[config.mk]
export PLATFORM = sky130hd
export DESIGN_NAME = mdio_mgmt
export DESIGN_NICKNAME = d
export VERILOG_FILES = /design/src/rtl/mdio_mgmt_pkg.sv /design/src/rtl/mdio_mgmt_clkgen.sv /design/src/rtl/mdio_mgmt_shifter.sv /design/src/rtl/mdio_mgmt.sv
export SDC_FILE = /design/constraint.sdc
export NUM_CORES = 1
export LEC_CHECK = 0
export BUFFER_PORTS_ARGS = -buffer_cell sky130_fd_sc_hd__buf_4
export CELL_PAD_IN_SITES_DETAIL_PLACEMENT = 0
export CELL_PAD_IN_SITES_GLOBAL_PLACEMENT = 1
export CORE_MARGIN = 8
export CORE_UTILIZATION = 35
export DETAILED_ROUTE_END_ITERATION = 16
export PLACE_DENSITY = 0.61
export REMOVE_ABC_BUFFERS = 1
export SYNTH_ARGS = -nofsm -noshare
export SYNTH_HDL_FRONTEND = slang
export SYNTH_HIERARCHICAL = 1
export SYNTH_SLANG_ARGS = --single-unit
[constraint.sdc]
create_clock -name clk -period 4.16 [get_ports clk]
set_input_delay 0.416 -clock clk [delete_from_list [all_inputs] [get_ports clk]]
set_output_delay 0.416 -clock clk [all_outputs]
set_load 0.05 [all_outputs]
[src/rtl/mdio_mgmt_pkg.sv]
package mdio_mgmt_pkg;
  localparam int CMD_W     = 32;
  localparam int RDATA_W   = 16;
  localparam int PRE_LEN   = 32;
  localparam int FRAME_LEN = PRE_LEN + CMD_W;
  localparam int IDX_W     = $clog2(FRAME_LEN);
  localparam int SEL_W     = $clog2(CMD_W);
  localparam int OP_HI     = 29;
  localparam int OP_LO     = 28;
  localparam int TA2_BIT   = 16;
  localparam logic [1:0] OP_READ = 2'b10;
endpackage

[src/rtl/mdio_mgmt_clkgen.sv]
module mdio_mgmt_clkgen #(
  parameter int DIV_W = 8
) (
  input  logic             clk,
  input  logic             rst_n,
  input  logic             run_i,
  input  logic [DIV_W-1:0] half_i,
  output logic             mdc_o,
  output logic             rise_o,
  output logic             fall_o
);
  logic [DIV_W-1:0] cnt_q, cnt_d;
  logic             mdc_q, mdc_d;
  logic             tick;

  assign tick = run_i && (cnt_q == half_i - DIV_W'(1));

  always_comb begin
    cnt_d = cnt_q;
    mdc_d = mdc_q;
    if (!run_i) begin
      cnt_d = '0;
      mdc_d = 1'b0;
    end else if (tick) begin
      cnt_d = '0;
      mdc_d = !mdc_q;
    end else begin
      cnt_d = cnt_q + DIV_W'(1);
    end
  end

  always_ff @(posedge clk or negedge rst_n) begin
    if (!rst_n) begin
      cnt_q <= '0;
      mdc_q <= 1'b0;
    end else begin
      cnt_q <= cnt_d;
      mdc_q <= mdc_d;
    end
  end

  assign mdc_o  = mdc_q;
  assign rise_o = tick && !mdc_q;
  assign fall_o = tick && mdc_q;

  // clock parked low whenever no frame runs
  a_r3_mdc_low_idle: assert property (@(posedge clk) disable iff (!rst_n)
    !run_i |-> !mdc_q);
  // clock level only changes on a half-period boundary
  a_r3_mdc_holds: assert property (@(posedge clk) disable iff (!rst_n)
    (run_i && !tick) |=> $stable(mdc_q));
endmodule

[src/rtl/mdio_mgmt_shifter.sv]
module mdio_mgmt_shifter
  import mdio_mgmt_pkg::*;
(
  input  logic               clk,
  input  logic               rst_n,
  input  logic               start_i,
  input  logic [CMD_W-1:0]   cmd_i,
  input  logic               rise_i,
  input  logic               fall_i,
  input  logic               mdio_i,
  output logic               busy_o,
  output logic               done_o,
  output logic               mdio_o,
  output logic               mdio_oe_o,
  output logic [RDATA_W-1:0] rdata_o
);
  localparam logic [IDX_W-1:0] IDX_LAST  = IDX_W'(FRAME_LEN - 1);
  localparam logic [IDX_W-1:0] IDX_PRE   = IDX_W'(PRE_LEN);
  localparam logic [IDX_W-1:0] IDX_TA2   = IDX_W'(FRAME_LEN - 1 - TA2_BIT);
  localparam logic [IDX_W-1:0] IDX_DATA0 = IDX_W'(FRAME_LEN - RDATA_W);

  logic               busy_q, busy_d;
  logic [IDX_W-1:0]   idx_q, idx_d;
  logic [CMD_W-1:0]   frame_q, frame_d;
  logic               rd_q, rd_d;
  logic [RDATA_W-1:0] cap_q, cap_d;
  logic               last;
  logic [SEL_W-1:0]   sel;

  assign last   = (idx_q == IDX_LAST);
  assign done_o = busy_q && fall_i && last;

  always_comb begin
    busy_d  = busy_q;
    idx_d   = idx_q;
    frame_d = frame_q;
    rd_d    = rd_q;
    cap_d   = cap_q;
    if (start_i) begin
      busy_d  = 1'b1;
      idx_d   = '0;
      frame_d = cmd_i;
      rd_d    = (cmd_i[OP_HI:OP_LO] == OP_READ);
      cap_d   = '0;
    end else if (busy_q) begin
      if (fall_i) begin
        if (last) busy_d = 1'b0;
        else      idx_d  = idx_q + IDX_W'(1);
      end
      if (rise_i && rd_q && (idx_q >= IDX_DATA0))
        cap_d = {cap_q[RDATA_W-2:0], mdio_i};
    end
  end

  always_ff @(posedge clk or negedge rst_n) begin
    if (!rst_n) begin
      busy_q  <= 1'b0;
      idx_q   <= '0;
      frame_q <= '0;
      rd_q    <= 1'b0;
      cap_q   <= '0;
    end else begin
      busy_q  <= busy_d;
      idx_q   <= idx_d;
      frame_q <= frame_d;
      rd_q    <= rd_d;
      cap_q   <= cap_d;
    end
  end

  assign sel       = SEL_W'(IDX_LAST - idx_q);
  assign mdio_o    = !busy_q || (idx_q < IDX_PRE) || frame_q[sel];
  assign mdio_oe_o = busy_q && !(rd_q && (idx_q >= IDX_TA2));
  assign busy_o    = busy_q;
  assign rdata_o   = cap_q;

  // a new frame is only launched from idle
  a_r1_start_only_idle: assert property (@(posedge clk) disable iff (!rst_n)
    start_i |-> !busy_q);
  // bit position advances only on a falling clock edge
  a_r2_idx_on_fall: assert property (@(posedge clk) disable iff (!rst_n)
    (busy_q && !fall_i) |=> $stable(idx_q));
  // captured data only moves on a rising clock edge
  a_r6_capture_on_rise: assert property (@(posedge clk) disable iff (!rst_n)
    (!rise_i && !start_i) |=> $stable(cap_q));
endmodule

[src/rtl/mdio_mgmt.sv]
module mdio_mgmt
  import mdio_mgmt_pkg::*;
#(
  parameter int DIV_W = 8
) (
  input  logic             clk,
  input  logic             rst_n,
  input  logic             cmd_we,
  input  logic [31:0]      cmd_wdata,
  input  logic             speed_we,
  input  logic [DIV_W-1:0] speed_wdata,
  input  logic             evt_we,
  input  logic             evt_wdata,
  output logic [31:0]      data_o,
  output logic             evt_o,
  output logic             busy_o,
  output logic             mdc_o,
  output logic             mdio_o,
  output logic             mdio_oe_o,
  input  logic             mdio_i
);
  logic [CMD_W-1:0]   data_q, data_d;
  logic [DIV_W-1:0]   div_q, div_d;
  logic               evt_q, evt_d;
  logic               busy, done, start, rise, fall;
  logic [RDATA_W-1:0] rdata;

  assign start = cmd_we && !busy && (div_q != '0);

  always_comb begin
    data_d = data_q;
    div_d  = div_q;
    evt_d  = evt_q;
    if (cmd_we && !busy)
      data_d = cmd_wdata;
    else if (done && (data_q[OP_HI:OP_LO] == OP_READ))
      data_d = {data_q[CMD_W-1:RDATA_W], rdata};
    if (speed_we && !busy)
      div_d = speed_wdata;
    if (evt_we && evt_wdata)
      evt_d = 1'b0;
    if (done)
      evt_d = 1'b1;
  end

  always_ff @(posedge clk or negedge rst_n) begin
    if (!rst_n) begin
      data_q <= '0;
      div_q  <= '0;
      evt_q  <= 1'b0;
    end else begin
      data_q <= data_d;
      div_q  <= div_d;
      evt_q  <= evt_d;
    end
  end

  mdio_mgmt_clkgen #(.DIV_W(DIV_W)) u_clkgen (
    .clk    (clk),
    .rst_n  (rst_n),
    .run_i  (busy),
    .half_i (div_q),
    .mdc_o  (mdc_o),
    .rise_o (rise),
    .fall_o (fall)
  );

  mdio_mgmt_shifter u_shifter (
    .clk       (clk),
    .rst_n     (rst_n),
    .start_i   (start),
    .cmd_i     (cmd_wdata),
    .rise_i    (rise),
    .fall_i    (fall),
    .mdio_i    (mdio_i),
    .busy_o    (busy),
    .done_o    (done),
    .mdio_o    (mdio_o),
    .mdio_oe_o (mdio_oe_o),
    .rdata_o   (rdata)
  );

  assign data_o = data_q;
  assign evt_o  = evt_q;
  assign busy_o = busy;

  // completion always leaves the event raised
  a_r7_evt_after_done: assert property (@(posedge clk) disable iff (!rst_n)
    done |=> evt_q);
  // a frame never runs with a zero clock setting
  a_r9_busy_needs_speed: assert property (@(posedge clk) disable iff (!rst_n)
    busy |-> (div_q != '0));
  // clock setting frozen during a frame
  a_r10_speed_frozen: assert property (@(posedge clk) disable iff (!rst_n)
    busy |=> $stable(div_q));
  // data register untouched mid-frame
  a_r10_data_frozen: assert property (@(posedge clk) disable iff (!rst_n)
    (busy && !done) |=> $stable(data_q));
endmodule

==> After elaboration in Yosys (flattened, before gate mapping) <==
Cells that the tools add are included.
{ "op_classes": {"addsub": 4, "muxes": 21, "eq_ne": 6, "reduce_logical": 27, "order_cmp": 4} }
{ "op_table": {"columns": ["cell", "count"], "rows": [
  ["16-bit 2-to-1 mux", 4],
  ["32-bit 2-to-1 mux", 1],
  ["6-bit 2-to-1 mux", 4],
  ["8-bit 2-to-1 mux", 2],
  ["1-bit logical AND", 14],
  ["6-bit greater-or-equal comparator (second input constant)", 2],
  ["2-bit nonzero test", 5],
  ["1-bit 2-to-1 mux", 9],
  ["8-bit by 1-bit adder with 8-bit output (second input constant)", 1],
  ["8-bit == test", 1],
  ["8-bit nonzero test", 1],
  ["8-bit by 1-bit subtractor with 8-bit output (second input constant)", 1],
  ["6-bit by 1-bit adder with 6-bit output (second input constant)", 1],
  ["6-bit == test (second input constant)", 1],
  ["5-bit by 6-bit less-than comparator with 1-bit output (second input constant)", 1],
  ["6-bit less-than comparator (second input constant)", 1],
  ["1-bit binary-select mux with 5-bit select", 1],
  ["5-bit subtractor (first input constant)", 1],
  ["2-bit == test (second input constant)", 2],
  ["2-bit inequality test (second input constant)", 2],
  ["1-bit logical NOT", 3],
  ["3-bit AND reduction", 1],
  ["1-bit logical OR", 2],
  ["2-bit AND reduction", 1]
]} }
{ "totals": {"output_inout_bits": 37, "in_bits": 47, "elab_cells": 73, "register_bits": 106} }

==> Logic depth before layout (Yosys ltp) <==
{ "depth": {"ltp_word": 9, "mapped_depth": 14} }

==> Cells and area by module <==
The synthesis kept the hierarchy.
{ "by_module_without_submodules": {"columns": ["mod", "cells_per_inst", "instances", "area_each_um2"], "rows": [
  ["mdio_mgmt_shifter", 225, 1, 2631.3],
  ["mdio_mgmt", 147, 1, 1888.1],
  ["mdio_mgmt_clkgen", 76, 1, 675.6]
]} }

==> Least setup slack after synthesis <==
No wires, ideal clock.
{ "synth_path": {"kind": "reg-to-reg", "startpoint": "register div_q[0]", "endpoint": "register data_q[10], in the netlist data_o[10]", "stages_incl_launch_ff": 15, "slack_ns": 1.052, "arrival_ns": 2.983, "required_ns": 4.035, "period_less_slack_ns": 3.108, "path_buffers": 1, "path_cell_list": "dfrtp_1 -> inv_1 -> ha_1 -> nand2b_1 -> a21oi_1 -> a31oi_1 -> o2111ai_1 -> nor2_1 -> and3_1 -> nand2_1 -> nor3_1 -> nand2_1 -> o21ai_2 -> buf_6 -> mux2_4"} }
{ "synth_via": {"elab_chain_cells": 8} }
{ "synth_lines": {"columns": ["element", "line", "rtl"], "rows": [
  ["start, declared", "mdio_mgmt.sv:23", "logic [DIV_W-1:0] div_q, div_d;"],
  ["start signal, assigned", "mdio_mgmt.sv:53", "div_q <= div_d;"],
  ["8-bit by 1-bit subtractor with 8-bit output", "mdio_mgmt_clkgen.sv:16", "assign tick = run_i && (cnt_q == half_i - DIV_W'(1));"],
  ["8-bit == test", "mdio_mgmt_clkgen.sv:16", null],
  ["1-bit logical AND", "mdio_mgmt_clkgen.sv:16", null],
  ["1-bit logical AND", "mdio_mgmt_clkgen.sv:44", "assign fall_o = tick && mdc_q;"],
  ["named net fall", "mdio_mgmt.sv:25", "logic busy, done, start, rise, fall;"],
  ["1-bit logical AND (2 in a row)", "mdio_mgmt_shifter.sv:31", "assign done_o = busy_q && fall_i && last;"],
  ["named net done", "mdio_mgmt.sv:25", null],
  ["1-bit logical AND", "mdio_mgmt.sv:36", "else if (done && (data_q[OP_HI:OP_LO] == OP_READ))"],
  ["2-bit nonzero test (no source line)", null, null],
  ["end signal, assigned", "mdio_mgmt.sv:52", "data_q <= data_d;"],
  ["end, declared", "mdio_mgmt.sv:22", "logic [CMD_W-1:0] data_q, data_d;"]
]} }
The timed path passes the listed nets, and every way through them passes these cells.
A chain may end at the register's enable or synchronous reset.

==> Worst setup path after layout <==
{ "layout_path": {"startpoint": "register div_q[0]", "endpoint": "register data_q[15], in the netlist data_o[15]"} }
The elaborated chain is that of the path after synthesis.

==> results.ini <==
[cts]
cts_resized=0
cts_hold_buffers=0
htree_levels=3
postCtsSetupBuffers=0
clkTransAtPathRegs_ns=0.07
cts_tree=built
cts.sinks=106
cts_buffers=9
clockBufferDepth=2
cts_root_buf=clkbuf_16
clkLatencyLatePin_ns=0.35

[critical_path]
crit_buf_inv=2
critical_path_class=reg -> reg
cp_max_fo=16
cpMostUsedCell=nand2_1
cp.arrival_ns=3.61
critPathTopFamily=simple AND/OR/NAND/NOR gates
startpoint_type=register
critPathLaunch=div_q[0]
crit_path_max_incr_delay_ns=0.50
slowest_stage=dfrtp_1
worstPathCellList=inv_1 -> ha_1 -> nand2b_1 -> a31oi_1 -> o2111ai_1 -> nor2_1 -> and3_1 -> nand2_1 -> nor3_1 -> nand2_1 -> o21ai_2 -> buf_4 -> mux2_2
cp.required_ns=4.40
rr_startpoint=div_q[0]
cp-end-kind=register

[cells_and_area]
drive_gt1_frac=0.360
fin_nets=575
layout.cells.most_common_list=dfrtp_1 (106), nand2_1 (90), buf_4 (90), mux2_2 (45), mux2_4 (26)
n_antenna_cell=0
layoutNonFillerInstCount=712
final_core_util=0.429
final_common_cell=dfrtp_1
syn2layout_area_growth_pct=20.1

[synthesis]
synthFlopType=dfrtp_1
seq_area_frac_synth=0.511
synthAdderAreaFrac=0.00723
netlist_area_um2=5190
synth_top_family_by_area=multiplexers
ys_types=48
synth_xor_area_frac=0.0337
synth-edff-count=0
yosys.area_share.simple=0.132
synthMuxAreaShare=0.207
syn_area_per_cell_um2=11.6
syn_inst=448
synth_compound_area_frac=0.0689
ys_warn_count=6
async_reset_ff_frac=1.00
synth-seq-cells=106

[routing]
route.detailed.drc=0
ant_nets=0
wire_per_inst_um=16.5
routed_wl_mm=11.8
via_count=3486
drtPass1Iterations=4
vias_per_cell=4.90
drt_iter0_drc=198

[global_routing]
grt_usage=0.132
grt_pass1_vias=3738
grt-ovfl-total=0
antenna_found_initial=0
grt_pass1_wl_mm=19.5
grt_max_degree=58

[die]
die_w_um=138
rows=44
ios=84
dieArea_um2=19000
start_util=0.357
coreArea_um2=14500
die_h_um=138

[placement]
place_ws_ns=0.781
portBuffers=83
place_inst=698
hpwl_mm=8.23
gp_congestion=0.760

[sta]
slew_viol_final=0
rsz0062_at_grt=no
finalHoldViolCount=0
layout_setup_ws_ns=0.788
max_freq_mhz=297
finalSetupViolations=0
min_period_ns=3.37
slew_headroom=0.302
skew_ns=0.00865
max_slew.worst_pin.slew_ns=1.04
finalCritPeriodShare=0.811

[power_and_ir_drop]
p_leak_nw=2.81
ir_drop_v=0.000319
powerDensity_nw_per_um2=638

[status]
status=completed

[worst_hold_path]
hp-class=in -> async

[flow_run]
maxCapViolCount=0

## metrics by stage
step                area, um2  hold slack [ns]  total power, mW  setup TNS, ns
floorplan                5010            0.120             2.66          -2.28
global placement         5930            0.463             3.09              0
detailed placement       5930            0.468             3.12              0
CTS                      6240           0.0971             4.05              0
global route             6240            0.131             4.24              0
finish                   6240           0.0864             3.98              0
## worst register-to-register path, stage by stage, from the launching register on
cell,delay (ns)
dfrtp_1,0.50
inv_1,0.08
ha_1,0.29
nand2b_1,0.19
a31oi_1,0.17
o2111ai_1,0.22
nor2_1,0.21
and3_1,0.20
nand2_1,0.20
nor3_1,0.29
nand2_1,0.10
o21ai_2,0.11
buf_4,0.33
mux2_2,0.38
## synth_stat cells, drive strengths merged (2+ instances only)
master,count,share of area
ha,3,0.0072
nor2b,4,0.0048
nor2,18,0.013
nand2,90,0.065
a21oi,23,0.024
xor2,5,0.0084
inv,6,0.0043
o21ai,5,0.0063
mux2,71,0.17
nor4,3,0.0048
a211oi,3,0.0063
buf,18,0.032
and2,4,0.0053
dfrtp,106,0.51
and3,5,0.0060
nor3,7,0.0087
a22oi,8,0.013
nand2b,8,0.0096
xnor2,15,0.025
nand3,7,0.0067
a21o,2,0.0029
clkbuf,6,0.0043
or2,2,0.0024
mux2i,18,0.035
## state kept, by name, indices dropped and copies added, names as in the netlist
name and flops:
data_o 32, div_q 8, evt_o 1, u_clkgen/cnt_q 8, u_clkgen/mdc_o 1, u_shifter/busy_o 1
u_shifter/frame_q 32, u_shifter/idx_q 6, u_shifter/rd_q 1, u_shifter/rdata_o 16
## final timing paths
| check | slack, ns | endpoint | cells past startpoint |
|---|---|---|---|
| worst max-delay path | 0.79 | data_o[15] | 13 |
| worst min-delay path | 0.09 | div_q[0] | 1 |
| worst max register to register | 0.79 | data_o[15] | 13 |
| worst min register to register | 0.49 | data_o[21] | 2 |
| max in group asynchronous | 3.24 | u_shifter/frame_q[14] | 2 |
| min in group clk | 0.26 | data_o[26] | 3 |
## layout make-up
type                    instances  area, um2
inverters                       6       22.5
clock buffers                  10        229
well taps                     184        230
clock inverters                 4       77.6
flip-flops and latches        106       2650
repair buffers                 90        676
fillers                      1404       8300
multi-input cells             312       2350
## power breakdown
| group | internal, mW | switching (mW) | total (mW) |
|---|---|---|---|
| clock network | 0.525 | 0.376 | 0.901 |
| registers | 1.36 | 0.278 | 1.64 |
| logic | 0.619 | 0.818 | 1.44 |
| total | 2.51 | 1.47 | 3.98 |
## kinds of logic (layout without fill, tap and decap cells)
group	Yosys count	in the layout
xor+xnor	20	20
fa+ha+maj	3	3
compound gates	49	49
flops	106	106
buf+inv	30	110
simple gates	151	151
mux	89	89
## routing by layer
metal / share of wire / wire, um / track usage
met1: 0.46 / 5370 / 0.167
met2: 0.48 / 5690 / 0.215
met3: 0.049 / 580 / 0.0376
met4: 0.011 / 134 / 0.0412
met5: 0 / 0 / 0
No activity file was read; power rests on OpenSTA's default activity.
